[src/rtl/l1hs_pkg.sv]
package l1hs_pkg;

  typedef enum logic [2:0] {
    ST_ACTIVE   = 3'd0,
    ST_REQWAIT  = 3'd1,
    ST_EIOS     = 3'd2,
    ST_WAITIDLE = 3'd3,
    ST_L1       = 3'd4,
    ST_RECOV    = 3'd5
  } linkSt_t;

  // control -> datapath strobes
  typedef struct packed {
    logic gapClr;
    logic gapReload;
    logic tryClr;
    logic recovClr;
    logic recovRun;
  } dpCmd_t;

  // datapath -> control flags
  typedef struct packed {
    logic gapExpired;
    logic triesDone;
    logic recovTimeout;
  } dpStat_t;

endpackage

[src/rtl/l1hs_dpath.sv]
module l1hs_dpath
  import l1hs_pkg::*;
#(
  parameter int GAP_W     = 16,
  parameter int MAX_TRIES = 8,
  parameter int RECOV_CYC = 6400
) (
  input  logic             clk,
  input  logic             rstN,
  input  logic [GAP_W-1:0] retryGap,
  input  dpCmd_t           cmd,
  output dpStat_t          stat
);
  localparam int TRY_W = $clog2(MAX_TRIES + 1);
  localparam int REC_W = $clog2(RECOV_CYC);
  localparam logic [TRY_W-1:0] TRY_LAST = TRY_W'(MAX_TRIES);
  localparam logic [REC_W-1:0] REC_LAST = REC_W'(RECOV_CYC - 1);

  logic [GAP_W-1:0] gapCnt;
  logic [TRY_W-1:0] tryCnt;
  logic [REC_W-1:0] recovCnt;
  logic [GAP_W-1:0] gapReloadVal;

  assign gapReloadVal = (retryGap == '0) ? '0 : retryGap - GAP_W'(1);

  always_ff @(posedge clk or negedge rstN) begin
    if (!rstN) begin
      gapCnt <= '0;
    end else if (cmd.gapClr) begin
      gapCnt <= '0;
    end else if (cmd.gapReload) begin
      gapCnt <= gapReloadVal;
    end else if (gapCnt != '0) begin
      gapCnt <= gapCnt - GAP_W'(1);
    end
  end

  always_ff @(posedge clk or negedge rstN) begin
    if (!rstN) begin
      tryCnt <= '0;
    end else if (cmd.tryClr) begin
      tryCnt <= '0;
    end else if (cmd.gapReload && tryCnt != TRY_LAST) begin
      tryCnt <= tryCnt + TRY_W'(1);
    end
  end

  always_ff @(posedge clk or negedge rstN) begin
    if (!rstN) begin
      recovCnt <= '0;
    end else if (cmd.recovClr) begin
      recovCnt <= '0;
    end else if (cmd.recovRun) begin
      recovCnt <= recovCnt + REC_W'(1);
    end
  end

  assign stat.gapExpired   = (gapCnt == '0);
  assign stat.triesDone    = (tryCnt == TRY_LAST);
  assign stat.recovTimeout = (recovCnt == REC_LAST);


  try_bound_chk: assert property (@(posedge clk) disable iff (!rstN)
    tryCnt <= TRY_LAST);


  recov_wrap_chk: assert property (@(posedge clk) disable iff (!rstN)
    (cmd.recovRun && !cmd.recovClr) |=> recovCnt != '0);

endmodule

[src/rtl/l1hs_ctrl.sv]
module l1hs_ctrl
  import l1hs_pkg::*;
(
  input  logic    clk,
  input  logic    rstN,
  input  logic    isRequester,
  input  logic    l1En,
  input  logic    enterReq,
  input  logic    txPending,
  input  logic    rxReq,
  input  logic    rxAck,
  input  logic    rxNak,
  input  logic    rxEidle,
  input  logic    wakeEvt,
  input  logic    rxTsOk,
  input  dpStat_t stat,
  output dpCmd_t  cmd,
  output linkSt_t state,
  output logic    txReq,
  output logic    txAck,
  output logic    txNak,
  output logic    txEios,
  output logic    txEidle,
  output logic    txTs,
  output logic    recovErr
);
  linkSt_t stNext;

  always_ff @(posedge clk or negedge rstN) begin
    if (!rstN) state <= ST_ACTIVE;
    else       state <= stNext;
  end

  always_comb begin
    stNext   = state;
    cmd      = '0;
    txReq    = 1'b0;
    txAck    = 1'b0;
    txNak    = 1'b0;
    txEios   = 1'b0;
    txEidle  = 1'b0;
    txTs     = 1'b0;
    recovErr = 1'b0;
    unique case (state)
      ST_ACTIVE: begin
        if (isRequester) begin
          if (enterReq && l1En) begin
            stNext     = ST_REQWAIT;
            cmd.gapClr = 1'b1;
            cmd.tryClr = 1'b1;
          end
        end else if (rxReq) begin
          if (l1En && !txPending) begin
            txAck  = 1'b1;
            stNext = ST_EIOS;
          end else begin
            txNak = 1'b1;
          end
        end
      end
      ST_REQWAIT: begin
        if (rxAck) begin
          stNext = ST_EIOS;
        end else if (rxNak) begin
          stNext = ST_ACTIVE;
        end else if (stat.gapExpired) begin
          if (stat.triesDone) begin
            stNext = ST_ACTIVE;
          end else begin
            txReq         = 1'b1;
            cmd.gapReload = 1'b1;
          end
        end
      end
      ST_EIOS: begin
        txEios = 1'b1;
        stNext = ST_WAITIDLE;
      end
      ST_WAITIDLE: begin
        if (rxEidle) stNext = ST_L1;
      end
      ST_L1: begin
        txEidle = 1'b1;
        if (wakeEvt || !rxEidle) begin
          stNext       = ST_RECOV;
          cmd.recovClr = 1'b1;
        end
      end
      ST_RECOV: begin
        txTs = 1'b1;
        if (rxTsOk) begin
          stNext = ST_ACTIVE;
        end else begin
          cmd.recovRun = 1'b1;
          if (stat.recovTimeout) begin
            recovErr     = 1'b1;
            cmd.recovClr = 1'b1;
          end
        end
      end
      default: stNext = ST_ACTIVE;
    endcase
  end


  strobe_excl_chk: assert property (@(posedge clk) disable iff (!rstN)
    $onehot0({txReq, txAck, txNak, txEios}));


  idle_after_peer_chk: assert property (@(posedge clk) disable iff (!rstN)
    (state == ST_L1 && $past(state) == ST_WAITIDLE) |-> $past(rxEidle));


  l1_exit_path_chk: assert property (@(posedge clk) disable iff (!rstN)
    ($past(state) == ST_L1 && state != ST_L1) |-> state == ST_RECOV);


  eios_once_chk: assert property (@(posedge clk) disable iff (!rstN)
    txEios |=> !txEios);


  ack_moves_chk: assert property (@(posedge clk) disable iff (!rstN)
    txAck |=> state == ST_EIOS);

endmodule

[src/rtl/l1_link_pm.sv]
module l1_link_pm
  import l1hs_pkg::*;
#(
  parameter int GAP_W     = 16,
  parameter int MAX_TRIES = 8,
  parameter int RECOV_CYC = 6400
) (
  input  logic             clk,
  input  logic             rstN,
  input  logic             isRequester,
  input  logic [1:0]       aspmCtl,
  input  logic             enterReq,
  input  logic             txPending,
  input  logic             rxReq,
  input  logic             rxAck,
  input  logic             rxNak,
  input  logic             rxEidle,
  input  logic             wakeEvt,
  input  logic             rxTsOk,
  input  logic [GAP_W-1:0] retryGap,
  output logic             txReq,
  output logic             txAck,
  output logic             txNak,
  output logic             txEios,
  output logic             txEidle,
  output logic             txTs,
  output logic             recovErr,
  output logic [2:0]       linkState
);
  dpCmd_t  cmd;
  dpStat_t stat;
  linkSt_t state;
  logic    l1En;

  assign l1En      = (aspmCtl == 2'b10) || (aspmCtl == 2'b11);
  assign linkState = state;

  l1hs_ctrl ctrl_i (
    .clk(clk), .rstN(rstN), .isRequester(isRequester), .l1En(l1En),
    .enterReq(enterReq), .txPending(txPending), .rxReq(rxReq),
    .rxAck(rxAck), .rxNak(rxNak), .rxEidle(rxEidle), .wakeEvt(wakeEvt),
    .rxTsOk(rxTsOk), .stat(stat), .cmd(cmd), .state(state),
    .txReq(txReq), .txAck(txAck), .txNak(txNak), .txEios(txEios),
    .txEidle(txEidle), .txTs(txTs), .recovErr(recovErr)
  );

  l1hs_dpath #(
    .GAP_W(GAP_W), .MAX_TRIES(MAX_TRIES), .RECOV_CYC(RECOV_CYC)
  ) dpath_i (
    .clk(clk), .rstN(rstN), .retryGap(retryGap), .cmd(cmd), .stat(stat)
  );

endmodule

[config.mk]
export PLATFORM = sky130hd
export DESIGN_NAME = l1_link_pm
export DESIGN_NICKNAME = d
export VERILOG_FILES = /design/src/rtl/l1hs_pkg.sv /design/src/rtl/l1hs_dpath.sv /design/src/rtl/l1hs_ctrl.sv /design/src/rtl/l1_link_pm.sv
export SDC_FILE = /design/constraint.sdc
export NUM_CORES = 1
export LEC_CHECK = 0
export ABC_AREA = 1
export BUFFER_PORTS_ARGS = -buffer_cell sky130_fd_sc_hd__buf_2
export CAP_MARGIN = 15
export CORE_MARGIN = 2
export CORE_UTILIZATION = 52
export DETAILED_ROUTE_END_ITERATION = 10
export GPL_TIMING_DRIVEN = 0
export PLACE_DENSITY = 0.76
export SYNTH_ARGS = -nofsm -noshare
export SYNTH_HDL_FRONTEND = slang
export SYNTH_SLANG_ARGS = --single-unit
[constraint.sdc]
create_clock -name clk -period 1.6 [get_ports clk]
set_clock_uncertainty 0.1 [all_clocks]
set_input_delay 0.32 -clock clk [delete_from_list [all_inputs] [get_ports clk]]
set_output_delay 0.32 -clock clk [all_outputs]
set_load 0.02 [all_outputs]
* Word-level counts from Yosys, hierarchy flattened
Cells that the tools add are included.
Cells by class: reduce and logical (&&, ||, !) cells 15, add/subtract/negate cells 4, eq/ne operators 18, mux-type cells 46
Operators by type and width (count):
- two-way mux 16 bit | 4
- two-way mux 3 bit | 11
- logical NOT 16 bit | 2
- subtractor 16 x 1 -> 16 bit, second input constant | 2
- two-way mux 13 bit | 2
- two-way mux 1 bit | 24
- one-hot mux 3 bit (6 select lines) | 1
- nonzero test 16 bit | 1
- adder 13 x 1 -> 13 bit, second input constant | 1
- equality test 13 bit, second input constant | 1
- two-way mux 4 bit | 2
- inequality test 4 x 3 -> 1 bit, second input constant | 2
- AND reduction 8 bit | 1
- equality test 3 x 2 -> 1 bit, second input constant | 2
- equality test 3 bit, second input constant | 2
- inequality test 3 x 2 -> 1 bit, second input constant | 2
- adder 4 x 1 -> 4 bit, second input constant | 1
- equality test 2 bit, second input constant | 2
- equality test 4 bit, second input constant | 1
- inequality test 2 bit, second input constant | 2
- inequality test 4 bit, second input constant | 1
- nonzero test 2 bit | 2
- equality test 3 x 1 -> 1 bit, second input constant | 1
- logical AND 1 bit | 3
- 8 further kinds | 10
Storage, ports and cells: output and inout bits 10, register bits after elaboration 36

* Logic depth before layout (Yosys ltp)
Gate-level depths: netlist (run 1).
depth after elaboration 9, gate-level depth with buffers 12

* By module
Synthesis (run 1) repeated with hierarchy kept, for this count alone.
Second synthesis, totals: cells, all modules 467, area total of the unflattened synthesis 2955.3 µm²
Modules (own cells, without submodules):
- l1hs_dpath | area each 2556.2 µm², cells an instance 396, instances 1
- l1hs_ctrl | area each 395.4 µm², cells an instance 70, instances 1
- l1_link_pm | area each 3.8 µm², cells an instance 1, instances 1

* Worst setup path before layout (run 1)
Ideal clock, no wire load.
kind flip-flop to output port, from reg ctrl_i.state[0], to out txAck, cell stages (with the launch flop) 4, path slack -0.150 ns, data required time 1.180 ns, data arrival time 1.330 ns, path buffers 0, path through dfrtp_1 > nor2_1 > nand2_1 > nor3_1
Between the ends: longest elaborated chain between the ends 2
Ends and longest elaborated chain:
- from (decl) | RTL line l1hs_ctrl.sv:18 | output linkSt_t state,
- from (signal assigned) | RTL line l1hs_ctrl.sv:31 | else state <= stNext;
- logical NOT 3 bit | RTL line l1hs_ctrl.sv:44 | unique case (state)
- two-way mux 1 bit | RTL line l1hs_ctrl.sv:44
- to (decl) | RTL line l1_link_pm.sv:22 | output logic txAck,
Every way passes these cells.

* Worst setup path after layout (run 1)
from reg dpath_i.gapCnt[1], to out txReq
Between the ends: longest elaborated chain between the ends 5
Ends and longest elaborated chain:
- from (decl) | RTL line l1hs_dpath.sv:19 | logic [GAP_W-1:0] gapCnt;
- from (signal assigned) | RTL line l1hs_dpath.sv:32 | gapCnt <= gapReloadVal;
- from (signal assigned) | RTL line l1hs_dpath.sv:34 | gapCnt <= gapCnt - GAP_W'(1);
- logical NOT 16 bit | RTL line l1hs_dpath.sv:58 | assign stat.gapExpired = (gapCnt == '0);
- two-way mux 1 bit | RTL line l1hs_ctrl.sv:66 | end else if (stat.gapExpired) begin
- two-way mux 1 bit | RTL line l1hs_ctrl.sv:64 | end else if (rxNak) begin
- two-way mux 1 bit | RTL line l1hs_ctrl.sv:62 | if (rxAck) begin
- two-way mux 1 bit | RTL line l1hs_ctrl.sv:44
- to (decl) | RTL line l1_link_pm.sv:21 | output logic txReq,
Every way passes these cells.

==> impl_metrics.toml, run 1 <==
[outcome]
outcome = "finished, violations left"
violations = "negative setup slack"

[power_and_ir_drop]
p_int_uw = 3080
power_density_mw_per_mm2 = 1380
p_leak_uw = 0.00216
seqPwrFrac_pct = 28.0
switchingPower_uw = 2700
p_total_uw = 5780
combPwrFrac_pct = 60.0
swShare_pct = 46.7
p_clk_share_pct = 12.0
peakVddDrop_mv = 0.853

[placement]
io_buffers = 37
dp.cells = 535
place_congestion = 0.895
dp_hpwl_mm = 4.88
postPlaceCellArea_mm2 = 0.00311

[final_layout]
fill_cells = 301
area_growth_pct = 51.2
seq_area_um2 = 906
diodes = 0
final_cell_count_no_fill = 600
multiInputGateArea_mm2 = 0.00198
nets = 564
final_area_mm2 = 0.00418
drive_gt1_share_pct = 42.5
final_util_pct = 81.8

[synth]
synth_compound_area_share_pct = 6.29
synth_fa_ha_area_share_pct = 2.72
synthFlopType = "dfrtp_1"
synth_edf_count = 0
ys_warn_count = 0
avgSynthCellArea_um2 = 6.46
ys_seq_area_share_pct = 32.6
synth_cells = 428
ys_types = 31
synth.most_common_cell = "nand2_1"
synth_top_area_share_pct = 32.6
synth_xor_area_share_pct = 5.07
netlist_top_cells_count = "nand2_1 (109), nor2_1 (80), inv_1 (57), nand3_1 (42), dfrtp_1 (36)"
synth_fp_nets = 463
synth_area_leaders = "dfrtp_1 (33%), nand2_1 (15%), nor2_1 (11%)"
synth.area.mux_share_pct = 0
yosys.area_share.simple_pct = 42.7
ys_seq_elements = 36
syn-cell-area_mm2 = 0.00276
synth_top_family_by_area = "simple AND/OR/NAND/NOR gates"
yosys.area.top_type = "dfrtp_1"
async_reset_ff_share_pct = 100

[clock_tree]
htreeDepth = 2
cts_tree = "yes"
clock_sinks = 36
cts_buffers = 5
cts_root_buffer = "clkbuf_8"
clockBufferDepth = 2
clkLatencyLatePin_ns = 0.29
cts_hold_buf = 0
path_clk_slew_ns = 0.08

[routing]
avgRoutedWirePerCell_um = 16.8
routed_wl_mm = 10.1
drc = 0
vias = 3374
drt-initial-drc-count = 252
detail-route-antenna-nets = 0
routed_via_density = 5.62
first_pass_iters = 7

[worst_setup_path]
worstSetupPathType = "flop to primary output"
path_max_fanout = 2
setup.worst_path.end_class = "primary output"
crit_start = "dpath_i.gapCnt[1]"
r2r-start = "dpath_i.gapCnt[1]"
start_kind = "flop"
crit_arrival_ns = 1.71
cp.required_ns = 1.18

[die]
io_pins = 39
die_w_um = 76.9
die_area_mm2 = 0.00591
start_util_pct = 54.1
fp.dieH_um = 76.9
num_rows = 26
core_region_area_mm2 = 0.00511

[grt]
gr-usage-all-layers_pct = 32.1
grt_pass1_wl_mm = 15.2
grt_max_degree = 37
grt_antenna_before_repair = 0
grt_pass1_vias = 3222
overflow = 0

[timing]
postLayoutSetupSlackWorst_ns = -0.529
finalCriticalPeriod_ns = 2.13
rsz0062_at_grt = "yes"
slew_viol_final = 0
max-slew-margin-rel_pct = 44.7
setup_viol = 43
holdWs_ns = 0.0231
hold_viol = 0
fin_crit_sh_pct = 133
timing.fmax_ghz = 0.470
worst_pin_slew_ns = 0.829

[min_path]
hp-class = "input pin to asynchronous set/reset pin"

[job]
drv_cap = 0
==> flip-flops by register name (all words and copies together) (netlist names) <==
| name | count |
|---|---|
| ctrl_i.state | 3 |
| dpath_i.recovCnt | 13 |
| dpath_i.tryCnt | 4 |
| dpath_i.gapCnt | 16 |
==> worst paths after layout <==
path | cells past startpoint | endpoint | slack (ns)
worst max-delay path | 7 | txReq | -0.53
worst min-delay path | 1 | dpath_i.recovCnt[11] | 0.02
worst max register to register | 11 | dpath_i.gapCnt[12] | -0.45
worst min register to register | 3 | dpath_i.tryCnt[0] | 0.47
max in group asynchronous | 1 | dpath_i.gapCnt[2] | 0.80
min in group clk | 4 | dpath_i.gapCnt[2] | 0.28
==> power by group through the flow <==
stage          Combinational, uW  Sequential, uW  Clock (uW)
2_1_floorplan               1530            1540           0
3_3_place_gp                1920            1560           0
3_5_place_dp                1960            1580           0
4_1_cts                     2840            1540         672
5_1_grt                     3710            1640         717
6_report                    3470            1620         694
==> critical path: stages (launching register included) <==
cell and delay [ns]:
dfrtp_1 0.42, inv_2 0.10, ha_4 0.15, inv_4 0.04, nor3_4 0.11, nand4_1 0.25
nor2_4 0.21, buf_6 0.14
==> kinds of logic (layout without fill, tap and decap cells) <==
family                     after synthesis  count (layout)
and+or+nand+nor                        270             270
buffers and inverters                   69             171
DFF                                     36              36
AOI/OAI and AO/OA                       31              31
xor gates and xnor gates                16              16
adders and majority gates                6               6
==> metrics by stage <==
stage	TNS, ns	setup WS, ns
floorplan	-0.845	-0.0789
global placement	-6.42	-0.299
detailed placement	-6.71	-0.301
CTS	-4.44	-0.360
global route	-14.70	-0.556
finish	-11.18	-0.529
==> layer usage <==
layer	track usage, %	part of all wire, %	wire, um	up-vias
met2	59.6	52	5230	186
met1	36.3	37	3710	1576
met5	0	0	0	-
li1	-	-	-	1553
met4	14.4	5.2	525	0
met3	4.24	6.1	613	59
==> final cells by class <==
class	count	share of cell area [%]
Multi-Input combinational cell	323	47.4
Sequential cell	36	21.7
Timing Repair Buffer	94	18.8
Inverter	64	6.29
Clock buffer	8	2.16
Tap cell	70	2.10
Buffer	5	1.53
==> cell usage in the layout (no fill, tap or decap), drive strengths merged <==
cell | synthesis | layout
o31ai | 1 | 1
nor3 | 8 | 8
nand2 | 113 | 113
clkinv | 1 | 1
nor4 | 1 | 1
o21bai | 2 | 2
inv | 63 | 63
clkbuf | 0 | 8
or2 | 1 | 1
nor2 | 87 | 87
ha | 6 | 6
buf | 5 | 99
o211ai | 1 | 1
xor2 | 11 | 11
nand3 | 43 | 43
nand4 | 10 | 10
nand3b | 2 | 2
xnor2 | 5 | 5
a21oi | 14 | 14
o21ai | 13 | 13
nor3b | 5 | 5
dfrtp | 36 | 36
==> timing repair <==
item	4_1_cts	5_1_grt
pin swaps	44	24
setup buffers	49	15
endpoints found under the setup margin	39	44
gates resized for setup	116	38
cloned	5	0
No activity file was read; power rests on OpenSTA's default activity.
==> inputs of run 2 (changes only) <==
--- a/config.mk
+++ b/config.mk
@@ -6,11 +6,11 @@
 export NUM_CORES = 1
 export LEC_CHECK = 0
 export ABC_AREA = 1
-export BUFFER_PORTS_ARGS = -buffer_cell sky130_fd_sc_hd__buf_2
 export CAP_MARGIN = 15
 export CORE_MARGIN = 2
-export CORE_UTILIZATION = 52
+export CORE_UTILIZATION = 58
 export DETAILED_ROUTE_END_ITERATION = 10
+export DONT_BUFFER_PORTS = 1
 export GPL_TIMING_DRIVEN = 0
 export PLACE_DENSITY = 0.76
 export SYNTH_ARGS = -nofsm -noshare
==> run 2 against run 1 <==
Against the previous run:
- the flow still finishes with violations (negative setup slack)
- clock power increased by 4.0%
- count of clock-buffer cells in the layout decreased by 3
- die area decreased by 9.8%
- combinational power decreased by 6.9%
- power decreased by 1.7%
- wire length increased by 7.7%
- final cell count decreased by 9.7%
- via count increased by 2.0%
- worst setup slack got worse by 0.069 ns
- non-clock buffer count decreased by 42
- critical endpoint is now dpath_i.gapCnt[10]
==> impl_metrics.toml, run 2 (synthesis gave the netlist of run 1 again) <==
[worst_setup_path]
worstSetupPathType = "flop to flop"
ff2ff_setup_slack_ns = -0.60
cp.required_ns = 1.70
crit_start = "dpath_i.gapCnt[1]"
path_max_fanout = 5
worstReg2RegEnd = "dpath_i.gapCnt[10]"
r2r-start = "dpath_i.gapCnt[1]"
start_kind = "flop"
setup.worst_path.end_class = "flop"
crit_arrival_ns = 2.30
r2r_cells = 12

[placement]
dp_hpwl_mm = 4.90
dp.cells = 482
io_buffers = 0
place_congestion = 0.911

[clock_tree]
clockBufferDepth = 2
cts_buffers = 5
cts_tree = "yes"
clock_sinks = 36
cts_root_buffer = "clkbuf_8"
htreeDepth = 2
path_clk_slew_ns = 0.10
clkLatencyLatePin_ns = 0.32

[final_layout]
nets = 522
mostFrequentLayoutCells = "nand2_1 (83), nor2_1 (63), inv_1 (45), nand3_1 (33), dfrtp_1 (33)"
diodes = 0
largest_reg_flops = 16
drive_gt1_share_pct = 35.9
final_common_cell = "nand2_1"
largest_register = "dpath_i.gapCnt"
area_growth_pct = 42.7
final_cell_count_no_fill = 542
top_regs = "dpath_i.gapCnt x16, dpath_i.recovCnt x13, dpath_i.tryCnt x4"

[timing]
slew_viol_final = 0
rsz0062_at_grt = "yes"
finalCriticalPeriod_ns = 2.20
hold_viol = 0
worst_pin_slew_ns = 0.380
max-slew-margin-rel_pct = 74.5
setup_viol = 43
postLayoutSetupSlackWorst_ns = -0.598
fin_crit_sh_pct = 137
timing.fmax_ghz = 0.455
holdWs_ns = 0.183

[routing]
avgRoutedWirePerCell_um = 20.0
drc = 0
vias = 3442
routed_wl_mm = 10.9
routed_via_density = 6.35
first_pass_iters = 8
drt-initial-drc-count = 503
detail-route-antenna-nets = 0

[die]
io_pins = 39
core_region_area_mm2 = 0.00466
fp.dieH_um = 73.0
die_w_um = 73.0
start_util_pct = 59.3
num_rows = 25
die_area_mm2 = 0.00533

[power_and_ir_drop]
p_int_uw = 2780
combPwrFrac_pct = 56.8
p_leak_uw = 0.00200
power_density_mw_per_mm2 = 1440
p_clk_share_pct = 12.7
peakVddDrop_mv = 0.985
seqPwrFrac_pct = 30.5
switchingPower_uw = 2900
swShare_pct = 51.1

[grt]
grt_max_degree = 37
grt_antenna_before_repair = 0
met3_usage_pct = 9.25
gr-usage-all-layers_pct = 37.6
busiest_layer = "met2"
grt_pass1_vias = 3214
grt_pass1_wl_mm = 15.3
use_met1_pct = 45.9
use_met2_pct = 61.4
overflow = 0

[min_path]
min_to = "dpath_i.gapCnt[2]"
whs_path_depth = 3
hp-start = "retryGap[2]"
hp-class = "input pin to flop"

[outcome]
violations = "negative setup slack"
outcome = "finished, violations left"

[job]
drv_cap = 0
==> run 2: cell types whose count changed in the layout (fill, tap and decap cells not counted), sizes merged <==
cell | previous run | this run
buf | 99 | 56
clkbuf | 8 | 5
clkinv | 1 | 4
dlygate4sd3 | 0 | 1
==> run 2: what timing repair did <==
item | 4_1_cts | 5_1_grt
setup buffers | 37 | 14
hold buffers | 2 | 0
gates cloned | 5 | 0
endpoints found under the setup margin | 42 | 43
pin swaps | 31 | 32
hold endpoints to repair | 36 | 0
gates resized for setup | 110 | 42
==> run 2: worst max-delay path, cell delays in order, from the launching register on <==
cell     delay [ns]
dfrtp_1        0.44
inv_2          0.12
ha_4           0.15
inv_2          0.05
nor2_1         0.12
nand4_1        0.16
nor2_4         0.21
nand2_4        0.12
buf_6          0.14
buf_6          0.12
nand3_2        0.07
nand2_1        0.06
a21oi_1        0.22
==> run 2: power groups by stage <==
stage	combinational [uW]	clock [uW]	sequential, uW
final	3230	722	1730
after global routing	3430	742	1760
after CTS	2490	664	1630
after detailed placement	1810	0	1620
after global placement	1760	0	1610
after floorplan	1530	0	1540
==> run 2: area by class of cell <==
class                      count  area [um2]
buffer                         5        73.8
clock buffer                   5        68.8
clock inverter                 3        18.8
fill                         256         717
inverter                      64         273
multi-input combinational    323        2010
sequential                    36         905
tap                           54        67.6
timing repair buffer          52         532
==> run 2: per-stage QoR <==
step                power (uW)  TNS [ns]  cell area, um2  setup slack [ns]  util [%]
floorplan                 3070    -0.845            2840           -0.0789         -
detailed placement        3430     -8.13            2910            -0.299      62.4
CTS                       4790     -7.01            3740            -0.433      80.3
global placement          3370     -7.08            2910            -0.251      62.4
finish                    5680    -15.23            3940            -0.598      84.6
global route              5930    -16.72            3940            -0.689      84.6
==> run 2: per-layer routing <==
layer	up-vias	share of wire (%)	wire length, um
met5	-	0	0
met4	0	8.6	933
met3	106	9.5	1040
met2	299	46	4980
met1	1572	36	3910
li1	1465	-	-
==> run 2: worst max-delay path by stage <==
stage / endpoint / slack, ns / depth (start not counted)
floorplan: dpath_i.gapCnt[2] / -0.08 / 11
global placement: dpath_i.tryCnt[3] / -0.25 / 12
detailed placement: dpath_i.tryCnt[3] / -0.30 / 12
CTS: txReq / -0.43 / 6
global route: txReq / -0.69 / 5
finish: dpath_i.gapCnt[10] / -0.60 / 12
